**src/rtl/pwmc_pkg.sv**
```systemverilog
package pwmc_pkg;

    localparam int WORD_W   = 32;
    localparam int DIV_W    = 13;
    localparam int DUTY_W   = 8;
    localparam int EN_BIT   = 31;
    localparam int FULL_BIT = 24;
    localparam int DUTY_LSB = 16;

    typedef struct packed {
        logic              en;
        logic              full;
        logic [DUTY_W-1:0] duty;
        logic [DIV_W-1:0]  div;
    } cfg_t;

    function automatic cfg_t word_to_cfg(input logic [WORD_W-1:0] w);
        cfg_t c;
        c.en   = w[EN_BIT];
        c.full = w[FULL_BIT];
        c.duty = w[DUTY_LSB +: DUTY_W];
        c.div  = w[DIV_W-1:0];
        return c;
    endfunction

    function automatic logic [WORD_W-1:0] cfg_to_word(input cfg_t c);
        logic [WORD_W-1:0] w;
        w                      = '0;
        w[EN_BIT]              = c.en;
        w[FULL_BIT]            = c.full;
        w[DUTY_LSB +: DUTY_W]  = c.duty;
        w[DIV_W-1:0]           = c.div;
        return w;
    endfunction

endpackage

```
**src/rtl/pwmc_regs.sv**
```systemverilog
module pwmc_regs
    import pwmc_pkg::*;
#(
    parameter int NUM_CH = 4,
    parameter int ADDR_W = 8
) (
    input  logic                       clk,
    input  logic                       rst_n,
    input  logic                       wr_en,
    input  logic [ADDR_W-1:0]          addr,
    input  logic [WORD_W-1:0]          wdata,
    output logic [WORD_W-1:0]          rdata,
    output cfg_t [NUM_CH-1:0]          cfg_o,
    output logic [NUM_CH-1:0]          hit_o
);

    localparam int SLOT_W = ADDR_W - 4;

    typedef struct packed {
        cfg_t [NUM_CH-1:0] cfg;
    } regs_t;

    regs_t              st_d, st_q;
    logic [SLOT_W-1:0]  slot;
    logic               aligned;
    logic               in_range;
    logic [NUM_CH-1:0]  hit;

    assign slot     = addr[ADDR_W-1:4];
    assign aligned  = (addr[3:0] == 4'd0);
    assign in_range = (32'(slot) < 32'(NUM_CH));

    always_comb begin
        st_d  = st_q;
        hit   = '0;
        rdata = '0;
        for (int c = 0; c < NUM_CH; c++) begin
            if (aligned && in_range && (slot == SLOT_W'(c))) begin
                rdata  = cfg_to_word(st_q.cfg[c]);
                hit[c] = wr_en;
                if (wr_en) begin
                    st_d.cfg[c] = word_to_cfg(wdata);
                end
            end
        end
    end

    always_ff @(posedge clk) begin
        if (!rst_n) begin
            st_q <= '0;
        end else begin
            st_q <= st_d;
        end
    end

    assign cfg_o = st_q.cfg;
    assign hit_o = hit;

    assert_one_hit_R8: assert property (@(posedge clk) disable iff (!rst_n)
        $onehot0(hit));

    assert_unused_zero_R2: assert property (@(posedge clk) disable iff (!rst_n)
        (rdata[15:13] == 3'b000) && (rdata[30:25] == 6'b000000));

    for (genvar g = 0; g < NUM_CH; g++) begin : g_chk
        assert_write_lands_R2: assert property (@(posedge clk) disable iff (!rst_n)
            hit[g] |=> (st_q.cfg[g] == word_to_cfg($past(wdata))));
        assert_idle_stable_R9: assert property (@(posedge clk) disable iff (!rst_n)
            !hit[g] |=> $stable(st_q.cfg[g]));
    end

endmodule

```
**src/rtl/pwmc_chan.sv**
```systemverilog
module pwmc_chan
    import pwmc_pkg::*;
(
    input  logic clk,
    input  logic rst_n,
    input  cfg_t cfg_i,
    input  logic restart_i,
    output logic pwm_o
);

    typedef struct packed {
        logic [DIV_W-1:0]  presc;
        logic [DUTY_W-1:0] tick;
    } cnt_t;

    cnt_t st_d, st_q;

    always_comb begin
        st_d = st_q;
        if (!cfg_i.en || restart_i) begin
            st_d = '0;
        end else if (st_q.presc == cfg_i.div) begin
            st_d.presc = '0;
            st_d.tick  = st_q.tick + DUTY_W'(1);
        end else begin
            st_d.presc = st_q.presc + DIV_W'(1);
        end
    end

    always_ff @(posedge clk) begin
        if (!rst_n) begin
            st_q <= '0;
        end else begin
            st_q <= st_d;
        end
    end

    assign pwm_o = cfg_i.en && (cfg_i.full || (st_q.tick < cfg_i.duty));

    assert_presc_bound_R3: assert property (@(posedge clk) disable iff (!rst_n)
        cfg_i.en |-> (st_q.presc <= cfg_i.div));

    assert_tick_hold_R3: assert property (@(posedge clk) disable iff (!rst_n)
        (cfg_i.en && !restart_i && (st_q.presc != cfg_i.div)) |=> (st_q.tick == $past(st_q.tick)));

    assert_disabled_zero_R6: assert property (@(posedge clk) disable iff (!rst_n)
        !cfg_i.en |-> ((st_q.presc == '0) && (st_q.tick == '0)));

    assert_restart_zero_R7: assert property (@(posedge clk) disable iff (!rst_n)
        restart_i |=> ((st_q.presc == '0) && (st_q.tick == '0)));

endmodule

```
**src/rtl/pwmc_top.sv**
```systemverilog
module pwmc_top
    import pwmc_pkg::*;
#(
    parameter int NUM_CH = 4,
    parameter int ADDR_W = 8
) (
    input  logic              clk,
    input  logic              rst_n,
    input  logic              wr_en,
    input  logic [ADDR_W-1:0] addr,
    input  logic [31:0]       wdata,
    output logic [31:0]       rdata,
    output logic [NUM_CH-1:0] pwm_out
);

    cfg_t [NUM_CH-1:0] cfg;
    logic [NUM_CH-1:0] hit;

    pwmc_regs #(
        .NUM_CH (NUM_CH),
        .ADDR_W (ADDR_W)
    ) u_regs (
        .clk   (clk),
        .rst_n (rst_n),
        .wr_en (wr_en),
        .addr  (addr),
        .wdata (wdata),
        .rdata (rdata),
        .cfg_o (cfg),
        .hit_o (hit)
    );

    for (genvar g = 0; g < NUM_CH; g++) begin : g_ch
        pwmc_chan u_chan (
            .clk       (clk),
            .rst_n     (rst_n),
            .cfg_i     (cfg[g]),
            .restart_i (hit[g]),
            .pwm_o     (pwm_out[g])
        );
    end

endmodule

```
**config.mk**
```make
export PLATFORM = sky130hd
export DESIGN_NAME = pwmc_top
export DESIGN_NICKNAME = d
export VERILOG_FILES = /design/src/rtl/pwmc_pkg.sv /design/src/rtl/pwmc_regs.sv /design/src/rtl/pwmc_chan.sv /design/src/rtl/pwmc_top.sv
export SDC_FILE = /design/constraint.sdc
export NUM_CORES = 1
export LEC_CHECK = 0
export ABC_AREA = 1
export BUFFER_PORTS_ARGS = -buffer_cell sky130_fd_sc_hd__buf_2
export CELL_PAD_IN_SITES_DETAIL_PLACEMENT = 1
export CELL_PAD_IN_SITES_GLOBAL_PLACEMENT = 2
export CORE_MARGIN = 4
export CORE_UTILIZATION = 31
export CTS_BUF_LIST = sky130_fd_sc_hd__clkbuf_2
export CTS_CLUSTER_SIZE = 14
export DETAILED_ROUTE_END_ITERATION = 10
export MAX_ROUTING_LAYER = met4
export PLACE_DENSITY = 0.76
export SYNTH_ARGS = -nofsm -noshare
export SYNTH_HDL_FRONTEND = slang
export SYNTH_HIERARCHICAL = 1
export SYNTH_SLANG_ARGS = --single-unit
export TNS_END_PERCENT = 50
```
**constraint.sdc**
```tcl
create_clock -name clk -period 1.95 [get_ports clk]
set_clock_uncertainty 0.1 [all_clocks]
set_input_delay 0.39 -clock clk [delete_from_list [all_inputs] [get_ports clk]]
set_output_delay 0.39 -clock clk [all_outputs]
set_load 0.02 [all_outputs]
```
# [After elaboration in Yosys (flattened, before gate mapping)]
# Cells that the tools add are included.
[op_classes] n_eq_ne=7 n_lt_le_gt_ge=5 muxes=8 bitwise=1 addsub=8 reduce_logical=35
[ops] cell="2-to-1 mux 32 bit" n=4
[ops] cell="adder 13 x 1 -> 13 bit (second input constant)" n=4
[ops] cell="== test 13 bit" n=4
[ops] cell="adder 8 x 1 -> 8 bit (second input constant)" n=4
[ops] cell="less-than comparator 8 bit" n=4
[ops] cell="OR reduction 3 bit" n=4
[ops] cell="logical AND 1 bit" n=9
[ops] cell="== test 4 x 2 -> 1 bit (second input constant)" n=2
[ops] cell="logical NOT 4 bit" n=2
[ops] cell="logical OR 1 bit" n=8
[ops] cell="AND reduction 2 bit" n=4
[ops] cell="OR reduction 2 bit" n=4
[ops] cell="== test 4 x 1 -> 1 bit (second input constant)" n=1
[ops] cell="logical NOT 1 bit" n=4
[ops] cell="less-than comparator 4 x 3 -> 1 bit (second input constant)" n=1
[ops] cell="2-to-1 mux 1 bit" n=4
[ops] cell="inverter 1 bit" n=1
[word_totals] wordCells=88 output_inout_bits=36 inputBits=43 ff_bits=176

# [Depth between registers and ports, before layout]
# Gate-level depths: netlist of run 1.
[depth] ltp_word=7 ltp_mapped=11 ltp_nobuf=9

# [Modules after synthesis]
# Netlist of run 1, hierarchy kept.
[by_module_without_submodules] module="pwmc_chan" area_per_inst_um2=1510.2 cells_each=247 seq_area_each_um2=420.4 n_inst=4
[by_module_without_submodules] module="pwmc_regs" area_per_inst_um2=4430.5 cells_each=690 seq_area_each_um2=1841.8 n_inst=1

# [Worst setup path before layout of run 1]
# No wires, ideal clock.
[synth_timing] path_type="input to output" from="in addr[7]" to="out rdata[10]" path_buffers=3 setup_slack_ns=-0.108 stages=7 arrival_time_ns=1.568 required_ns=1.460 path_cell_list="or2_1 buf_2 nor2_1 buf_2 buf_2 nand3_1 nand4_1"
[synth_via] elab_chain_len=7 word_cells_on_any_way=14 classes_between="order compare (1); eq/ne (3); mux (4); reduce/logical (6)"
[synth_rtl] item="start: declaration" line_no="pwmc_top.sv:10" text="input logic [ADDR_W-1:0] addr,"
[synth_rtl] item="less-than comparator 4 x 3 -> 1 bit" line_no="pwmc_regs.sv:31" text="assign in_range = (32'(slot) < 32'(NUM_CH));"
[synth_rtl] item="logical AND 1 bit (2 in series)" line_no="pwmc_regs.sv:38" text="if (aligned && in_range && (slot == SLOT_W'(c))) begin"
[synth_rtl] item="2-to-1 mux 32 bit (3 in series)" line_no="pwmc_regs.sv:38"
[synth_rtl] item="2-to-1 mux 32 bit (*)" line_no="pwmc_regs.sv:38"
[synth_rtl] item="end: declaration" line_no="pwmc_top.sv:12" text="output logic [31:0] rdata,"
# Mark *: on every way between the ends. The rest lies on a longest branch, timed or not.

# [Worst setup path in the final report of run 1]
[layout_timing] from="reg u_regs.st_q (netlist bit u_regs/cfg_o[64])" to="out pwm_out[2]"
[layout_via] elab_chain_len=3
[layout_rtl] item="start: declaration" line_no="pwmc_regs.sv:23" text="regs_t st_d, st_q;"
[layout_rtl] item="start signal: assignment" line_no="pwmc_regs.sv:52" text="st_q <= st_d;"
[layout_rtl] item="less-than comparator 8 bit" line_no="pwmc_chan.sv:38" text="assign pwm_o = cfg_i.en && (cfg_i.full || (st_q.tick < cfg_i.duty));"
[layout_rtl] item="logical OR 1 bit" line_no="pwmc_chan.sv:38"
[layout_rtl] item="logical AND 1 bit" line_no="pwmc_chan.sv:38"
[layout_rtl] item="end: declaration" line_no="pwmc_top.sv:13" text="output logic [NUM_CH-1:0] pwm_out"
# Every way passes these cells.

==> out/qor.csv, run 1 <==
stage,metric,value,unit
critical_path,worst_ep_required_time,1460,ps
synth,synth.top_cells.by_area,"dfxtp_1, nand2_1, nor2_1",
routing,wl_per_cell,15.8,microns
synth,synth_area,10500,sq um
power_and_ir_drop,share_comb_of_total_power,6.4,%
synth,ys_seq_elements,176,
power_and_ir_drop,p_clk_share,32.8,%
power_and_ir_drop,switching_share,27.2,%
outcome,violations,setup timing,
power_and_ir_drop,worst_ir_drop_vdd,0.280,mV
finish,nets,1949,
floorplanning,die_y,192,microns
cts,cts_sinks,176,
critical_path,crit_type,reg -> out,
synth,synth_cells,1678,
timing,hold_violations,0,
finish,syn_to_final_growth,31.1,%
synth,ys_warn_count,6,
timing,maxSlewHeadroom,56.3,%
finish,fillCellCount,4307,
place,finalWeightedCongestion,0.868,
grt,grt_pass1_wl,57800,microns
grt,grt_use_total,20.6,%
hold_path,hold_path_depth,7,
critical_path,r2r_slack,150,ps
finish,final_common_cell,nand2_1,
timing,fin_hold_ws,125,ps
place,dp_hpwl,28000,microns
synth,synth.avg_cell_area,6.24,sq um
routing,route.detailed.drc,0,
cts,path_clk_slew,260,ps
routing,viasPerCell,4.65,
cts,clk_latency,820,ps
timing,slew_violations,0,
routing,ant_nets,0,
hold_path,min_from,wr_en,
cts,numCtsBuffers,17,
outcome,status,"finished, violations left",
timing,rsz0062_at_grt,yes,
cts,cts_max_level,4,
hold_path,worstHoldPathType,in -> reg,
timing,timing.fmax,0.371,GHz
power_and_ir_drop,p_per_area,426,nW/um^2
grt,antenna_found_initial,1,
floorplanning,coreArea,33400,sq um
routing,drt_iter0_drc,450,
timing,finalCritPeriodShare,138,%
cts,cts_max_path_buffers,2,
grt,grt_max_degree,58,
synth,ys_seq_area_share,33.6,%
synth,synth_cell_type_count,29,
power_and_ir_drop,leakage,5.86,nW
timing,layout_min_cycle_time,2700,ps
power_and_ir_drop,power_switching,1.59,mW
routing,vias,10800,
floorplanning,ioPinCount,79,
hold_path,min_to,u_regs/cfg_o[64]$_SDFFE_PN0P_,
synth,ys.flop_type,dfxtp_1,
finish,seqCellArea,3750,sq um
synth,synthArstFlopShare,0,%
timing,worst-slew-pin-transition,653,ps
run,maxCapViolCount,0,
power_and_ir_drop,power.share.sequential,60.8,%
timing,setup_violations,27,
floorplanning,die_x,192,microns
finish,multiInputGateArea,6480,sq um
routing,routed_wirelength,36900,microns
place,post-place-ws,-391,ps
grt,grt-ovfl-total,0,
floorplanning,num_rows,67,
power_and_ir_drop,p_int,4.26,mW
critical_path,r2r_cells,10,
cts,cts_tree,done,
synth,synth_top_cell_area_share,33.6,%
floorplanning,initial_core_util,31.3,%
floorplanning,dieArea,36800,sq um
critical_path,reg2reg_to,g_ch[1].u_chan/st_q[17]$_SDFF_PP0_,
routing,dr.pass1.iters,5,
synth,synth_area_leader_cell,dfxtp_1,
critical_path,crit_fanout,2,
critical_path,end_kind,output pin,
critical_path,crit_start,u_regs/cfg_o[64]$_SDFFE_PN0P_,
place,port-buffer-count,60,
timing,setup_slack,-745,ps
grt,grt_pass1_vias,10600,
finish,drive_above_1_share,25.7,%
critical_path,reg2reg_from,u_regs/cfg_o[31]$_SDFFE_PN0P_,
critical_path,start_kind,flop,
synth,synth-edff-count,0,
cts,clock-root-buffer,clkbuf_2,
finish,layout_common_cells,"nand2_1, nor2_1, inv_1",
critical_path,critical_path_arrival,2210,ps
[worst max-delay path by stage]
stage,slack [ps],to,cells past startpoint
floorplan,5,rdata[18],7
global placement,-370,rdata[0],8
detailed placement,-390,rdata[0],8
CTS,-870,pwm_out[1],11
global route,-970,pwm_out[1],11
finish,-750,pwm_out[2],8
[routing by layer]
metal	GRT usage, %	wire length, microns	vias to the layer above
li1	-	-	5561
met4	5.33	678	0
met5	-	0	-
met2	33.9	17800	129
met1	27.1	17600	5120
met3	2.36	899	33
[worst max-delay path, stage by stage, from the launching register on]
cell and delay (ps):
dfxtp_2 410, inv_1 70, ha_4 220, a21oi_1 110, o21a_1 140, nand2_1 50
a21boi_1 130, buf_4 140, buf_6 110
[synthesized netlist by cell type, types with 5 or more instances]
library cell  instances
inv_1               190
nand2_2               5
nand4_1              39
a21oi_1              60
nor2_2                6
nor2_1              324
nand2_1             535
o21ai_0              12
nand3_1             143
buf_4                12
inv_2                12
nor3_1               12
buf_6                17
nor3_2                5
ha_1                 36
clkbuf_1             14
dfxtp_1             176
xor2_1               40
buf_2                15
[cell type report]
type	count	area share (%)
Sequential cell	176	27.3
Antenna cell	1	0.0182
Tap cell	448	4.08
Clock buffer	18	0.656
Timing Repair Buffer	224	14.3
Clock inverter	14	0.902
Multi-Input combinational cell	1249	47.2
Inverter	202	5.52
[sequential cells by signal, summed over array words and instances (netlist names)]
signal	cells
g_ch.u_chan/st_q	84
u_regs/cfg_o	92
[cell families (layout without fill, tap and decap cells)]
| kind of cell | after synthesis | count (layout) | synth area share, % |
|---|---|---|---|
| AO/OA/AOI/OAI | 80 | 80 | 4.01 |
| buffers and inverters | 261 | 458 | 11.2 |
| adder cells (fa/ha/maj) | 36 | 36 | 4.30 |
| AND/OR/NAND/NOR | 1084 | 1084 | 43.5 |
| XOR/XNOR | 40 | 40 | 3.35 |
| other | 1 | 10 | 0.0358 |
| flip-flops | 176 | 176 | 33.6 |
[timing repair]
item | 4_1_cts | 5_1_grt
pin swaps | 59 | 49
hold buffers | 25 | 0
gates resized for setup | 200 | 132
buffers inserted | 24 | 26
hold endpoints to repair | 108 | 0
gates cloned | 0 | 1
endpoints found under the setup margin | 27 | 46
[power by group through the flow]
stage | Combinational [mW] | Sequential [mW] | Clock (mW)
2_1_floorplan | 0.177 | 3.68 | 0
3_3_place_gp | 0.310 | 3.68 | 0
3_5_place_dp | 0.313 | 3.68 | 0
4_1_cts | 0.359 | 3.58 | 2.02
5_1_grt | 0.407 | 3.56 | 2.18
6_report | 0.376 | 3.55 | 1.92
[metrics by stage]
stage | std cells | TNS [ps] | area, sq um | power, mW | utilization (%)
2_1_floorplan | 1686 | 0 | 10500 | 3.86 | -
3_3_place_gp | 2226 | -30700 | 11800 | 3.99 | 35.3
3_5_place_dp | 2226 | -37650 | 11800 | 3.99 | 35.3
4_1_cts | 2306 | -10870 | 13000 | 5.96 | 38.9
5_1_grt | 2332 | -11770 | 13700 | 6.15 | 41.1
6_report | 2332 | -8030 | 13700 | 5.85 | 41.1
(Power assumes the default switching activity.)
==> inputs of run 2 (changes only) <==
--- a/config.mk
+++ b/config.mk
@@ -18,6 +18,5 @@
 export PLACE_DENSITY = 0.76
 export SYNTH_ARGS = -nofsm -noshare
 export SYNTH_HDL_FRONTEND = slang
-export SYNTH_HIERARCHICAL = 1
 export SYNTH_SLANG_ARGS = --single-unit
 export TNS_END_PERCENT = 50
==> run 2 against run 1 <==
Against the previous run: the flow still finishes with violations (setup timing); clock power about the same; register-to-register slack improved by 110 ps; clock-buffer cell count decreased by 1; worst setup slack got worse by 2.1 ps; utilization decreased by 0.39 points; sequential share of layout area increased by 1.5 points; routed wire length decreased by 6.4%; sequential power increased by 1%; non-clock buffer count decreased by 4; worst hold slack improved by 35 ps; cell area decreased by 6.6%; largest power group unchanged.
==> out/qor.csv, run 2 <==
stage,metric,value,unit,change
outcome,status,"finished, violations left",,
outcome,violations,setup timing,,
synth,ys_seq_elements,176,,unchanged
timing,rsz0062_at_grt,yes,,
place,port-buffer-count,60,,unchanged
timing,worst-slew-pin-transition,525,ps,-128 ps
grt,grt_pass1_vias,10700,,+1.6%
critical_path,start_kind,flop,,
floorplanning,dieArea,34900,sq um,-5.2%
synth,synth_commonest_cells,"nand2_1, nor2_1, inv_1",,
power_and_ir_drop,worst_ir_drop_vdd,0.312,mV,+11%
place,dp_hpwl,26900,microns,-3.8%
grt,grt_use_total,20.5,%,-0.098 points
synth,synth.top_cells.by_area,"dfxtp_1, nand2_1, nor2_1",,
critical_path,path_buf_inv,2,,-1
critical_path,r2r_cells,6,,-4
critical_path,max_stage_delay,470,ps,+60 ps
power_and_ir_drop,leakage,5.54,nW,-5.5%
finish,syn_to_final_growth,29.6,%,
cts,numCtsBuffers,17,,unchanged
finish,fillCellCount,4133,,-4.0%
timing,setup_slack,-747,ps,-2.08 ps
finish,layout_common_cells,"nand2_1, nor2_1, inv_1",,
floorplanning,coreArea,31600,sq um,-5.7%
timing,slew_violations,0,,unchanged
finish,nets,1830,,-6.1%
hold_path,worstHoldPathType,in -> reg,,
critical_path,crit_fanout,2,,unchanged
timing,finalCritPeriodShare,138,%,about the same
grt,grt_pass1_wl,56800,microns,-1.7%
synth,yosysMostFrequentCell,nand2_1,,
hold_path,hold_path_depth,6,,-1
synth,ys.flop_type,dfxtp_1,,
cts,clock-root-buffer,clkbuf_2,,
cts,path_clk_slew,270,ps,about the same
timing,maxSlewHeadroom,65.0,%,+8.7 points
grt,grt-ovfl-total,0,,unchanged
critical_path,cpLargestDelayFamily,flip-flops,,
critical_path,path_cells,"ha_4, a21oi_2, o21a_1, nand2_1, a21boi_1, buf_4, buf_6",,
floorplanning,die_y,187,microns,-2.7%
synth,synth_cells,1554,,-7.4%
critical_path,crit_path_top_delay_cell,dfxtp_1,,
run,maxCapViolCount,0,,unchanged
timing,fin_hold_ws,160,ps,+35.1 ps
critical_path,end_kind,output pin,,
finish,largest_reg_flops,92,,unchanged
routing,routed_wirelength,34600,microns,-6.4%
timing,setup_violations,27,,unchanged
cts,clk_latency,840,ps,+20 ps
power_and_ir_drop,p_per_area,452,nW/um^2,+6.0%
place,finalWeightedCongestion,0.833,,-4.1%
timing,timing.fmax,0.371,GHz,about the same
cts,cts_max_path_buffers,2,,unchanged
critical_path,critical_path_arrival,2210,ps,about the same
floorplanning,num_rows,65,,-3.0%
cts,cts_tree,done,,
critical_path,crit_type,reg -> out,,
synth,ys_warn_count,0,,-6
synth,ys_seq_area_share,35.6,%,+1.9 points
routing,viasPerCell,4.73,,+1.7%
synth,synth.avg_cell_area,6.37,sq um,+2.1%
critical_path,cp.depth,7,,-1
cts,cts_max_level,4,,unchanged
timing,hold_violations,0,,unchanged
floorplanning,die_x,187,microns,-2.7%
critical_path,worst_ep_required_time,1460,ps,about the same
routing,drt_iter0_drc,427,,-5.1%
synth,synth_area,9900,sq um,-5.5%
timing,layout_min_cycle_time,2700,ps,+2.08 ps
floorplanning,initial_core_util,31.4,%,+0.066 points
routing,route.detailed.drc,0,,unchanged
routing,vias,10200,,-5.5%
synth,synth-edff-count,0,,unchanged
synth,synthArstFlopShare,0,%,unchanged
routing,dr.pass1.iters,4,,-1
synth,synth_top_cell_area_share,35.6,%,+1.9 points
synth,synth_cell_type_count,28,,-3.4%
floorplanning,ioPinCount,79,,unchanged
finish,drive_above_1_share,23.2,%,-2.5 points
cts,cts_sinks,176,,unchanged
routing,wl_per_cell,16.0,microns,+0.72%
routing,ant_nets,0,,unchanged
synth,synth_area_leader_cell,dfxtp_1,,
grt,antenna_found_initial,1,,unchanged
finish,final_common_cell,nand2_1,,
grt,grt_max_degree,40,,-31%
finish,fin_util,40.7,%,-0.39 points
run 2: cell types whose count changed after synthesis, moves of 6 or more:
cell	delta
o21ai_1	+8
nand2_1	-69
inv_1	-7
o21ai_0	+77
nand3_1	-67
nand4_1	-13
xnor2_1	+17
inv_2	-6
buf_6	-17
nor2_1	-66
a21oi_1	+17
buf_4	+7
run 2: power by group:
group	switching, mW	internal (mW)	total (mW)
Sequential	0.00384	3.58	3.59
Combinational	0.168	0.0918	0.260
Clock	1.55	0.404	1.95
Total	1.72	4.08	5.80
run 2: final cells by class:
| cell class | count | area, sq um | area share, % |
|---|---|---|---|
| Inverter | 190 | 716 | 5.58 |
| Clock buffer | 17 | 85.1 | 0.663 |
| Timing Repair Buffer | 220 | 1880 | 14.6 |
| Clock inverter | 15 | 138 | 1.07 |
| Sequential cell | 176 | 3690 | 28.8 |
| Antenna cell | 2 | 5.00 | 0.0390 |
| Tap cell | 402 | 503 | 3.92 |
| Multi-Input combinational cell | 1146 | 5810 | 45.3 |
run 2: logic make-up (layout without fill, tap and decap cells):
| family | Yosys count | in the layout | share of synthesized area (%) |
|---|---|---|---|
| other | 1 | 11 | 0.0379 |
| adders and majority gates | 36 | 36 | 4.55 |
| buffers and inverters | 240 | 442 | 10.1 |
| AOI/OAI and AO/OA | 182 | 182 | 9.40 |
| xor gates and xnor gates | 55 | 55 | 4.87 |
| and+or+nand+nor | 864 | 864 | 35.5 |
| DFF | 176 | 176 | 35.6 |
run 2: final timing paths:
path / from / to / slack [ps]
worst max-delay path: g_ch[2].u_chan.st_q[7]$_SDFFE_PP0N_ / pwm_out[2] / -750
worst min-delay path: addr[4] / u_regs.cfg_o[91]$_SDFFE_PN0P_ / 160
worst max register to register: g_ch[1].u_chan.st_q[9]$_SDFF_PP0_ / g_ch[1].u_chan.st_q[18]$_SDFF_PP0_ / 260
worst min register to register: g_ch[1].u_chan.st_q[20]$_SDFF_PP0_ / g_ch[1].u_chan.st_q[20]$_SDFF_PP0_ / 410
run 2: timing repair:
action | in CTS | in global routing
endpoints found under the setup margin | 27 | 27
cloned | 0 | 0
hold buffers | 38 | 0
pin swaps | 69 | 32
gates resized for setup | 204 | 52
buffers inserted | 12 | 3
hold endpoints to repair | 132 | 0
run 2: worst min-delay path, stage by stage:
cell,delay (ps)
buf_2,180
inv_2,130
nor3_2,60
nand3_2,60
nand2_1,70
a21oi_1,150
run 2: metrics by stage:
step                total power, mW  instance area, sq um  cells  setup TNS (ps)  setup WS [ps]
finish                         5.80                 12800   2168           -8850           -747
global route                   6.06                 12800   2168          -12890           -979
CTS                            5.91                 12700   2165          -11120           -868
detailed placement             3.90                 11500   2084           -6840           -319
global placement               3.89                 11500   2084           -5360           -285
floorplan                      3.77                  9930   1562           -46.5          -23.2
run 2: routing by layer:
metal | vias up | GRT usage, % | wire length (microns) | part of all wire, %
li1 | 5221 | - | - | -
met1 | 4904 | 27.0 | 16800 | 48
met2 | 99 | 34.0 | 16400 | 47
met3 | 25 | 2.97 | 958 | 2.8
met4 | 0 | 3.73 | 453 | 1.3
met5 | - | - | 0 | 0
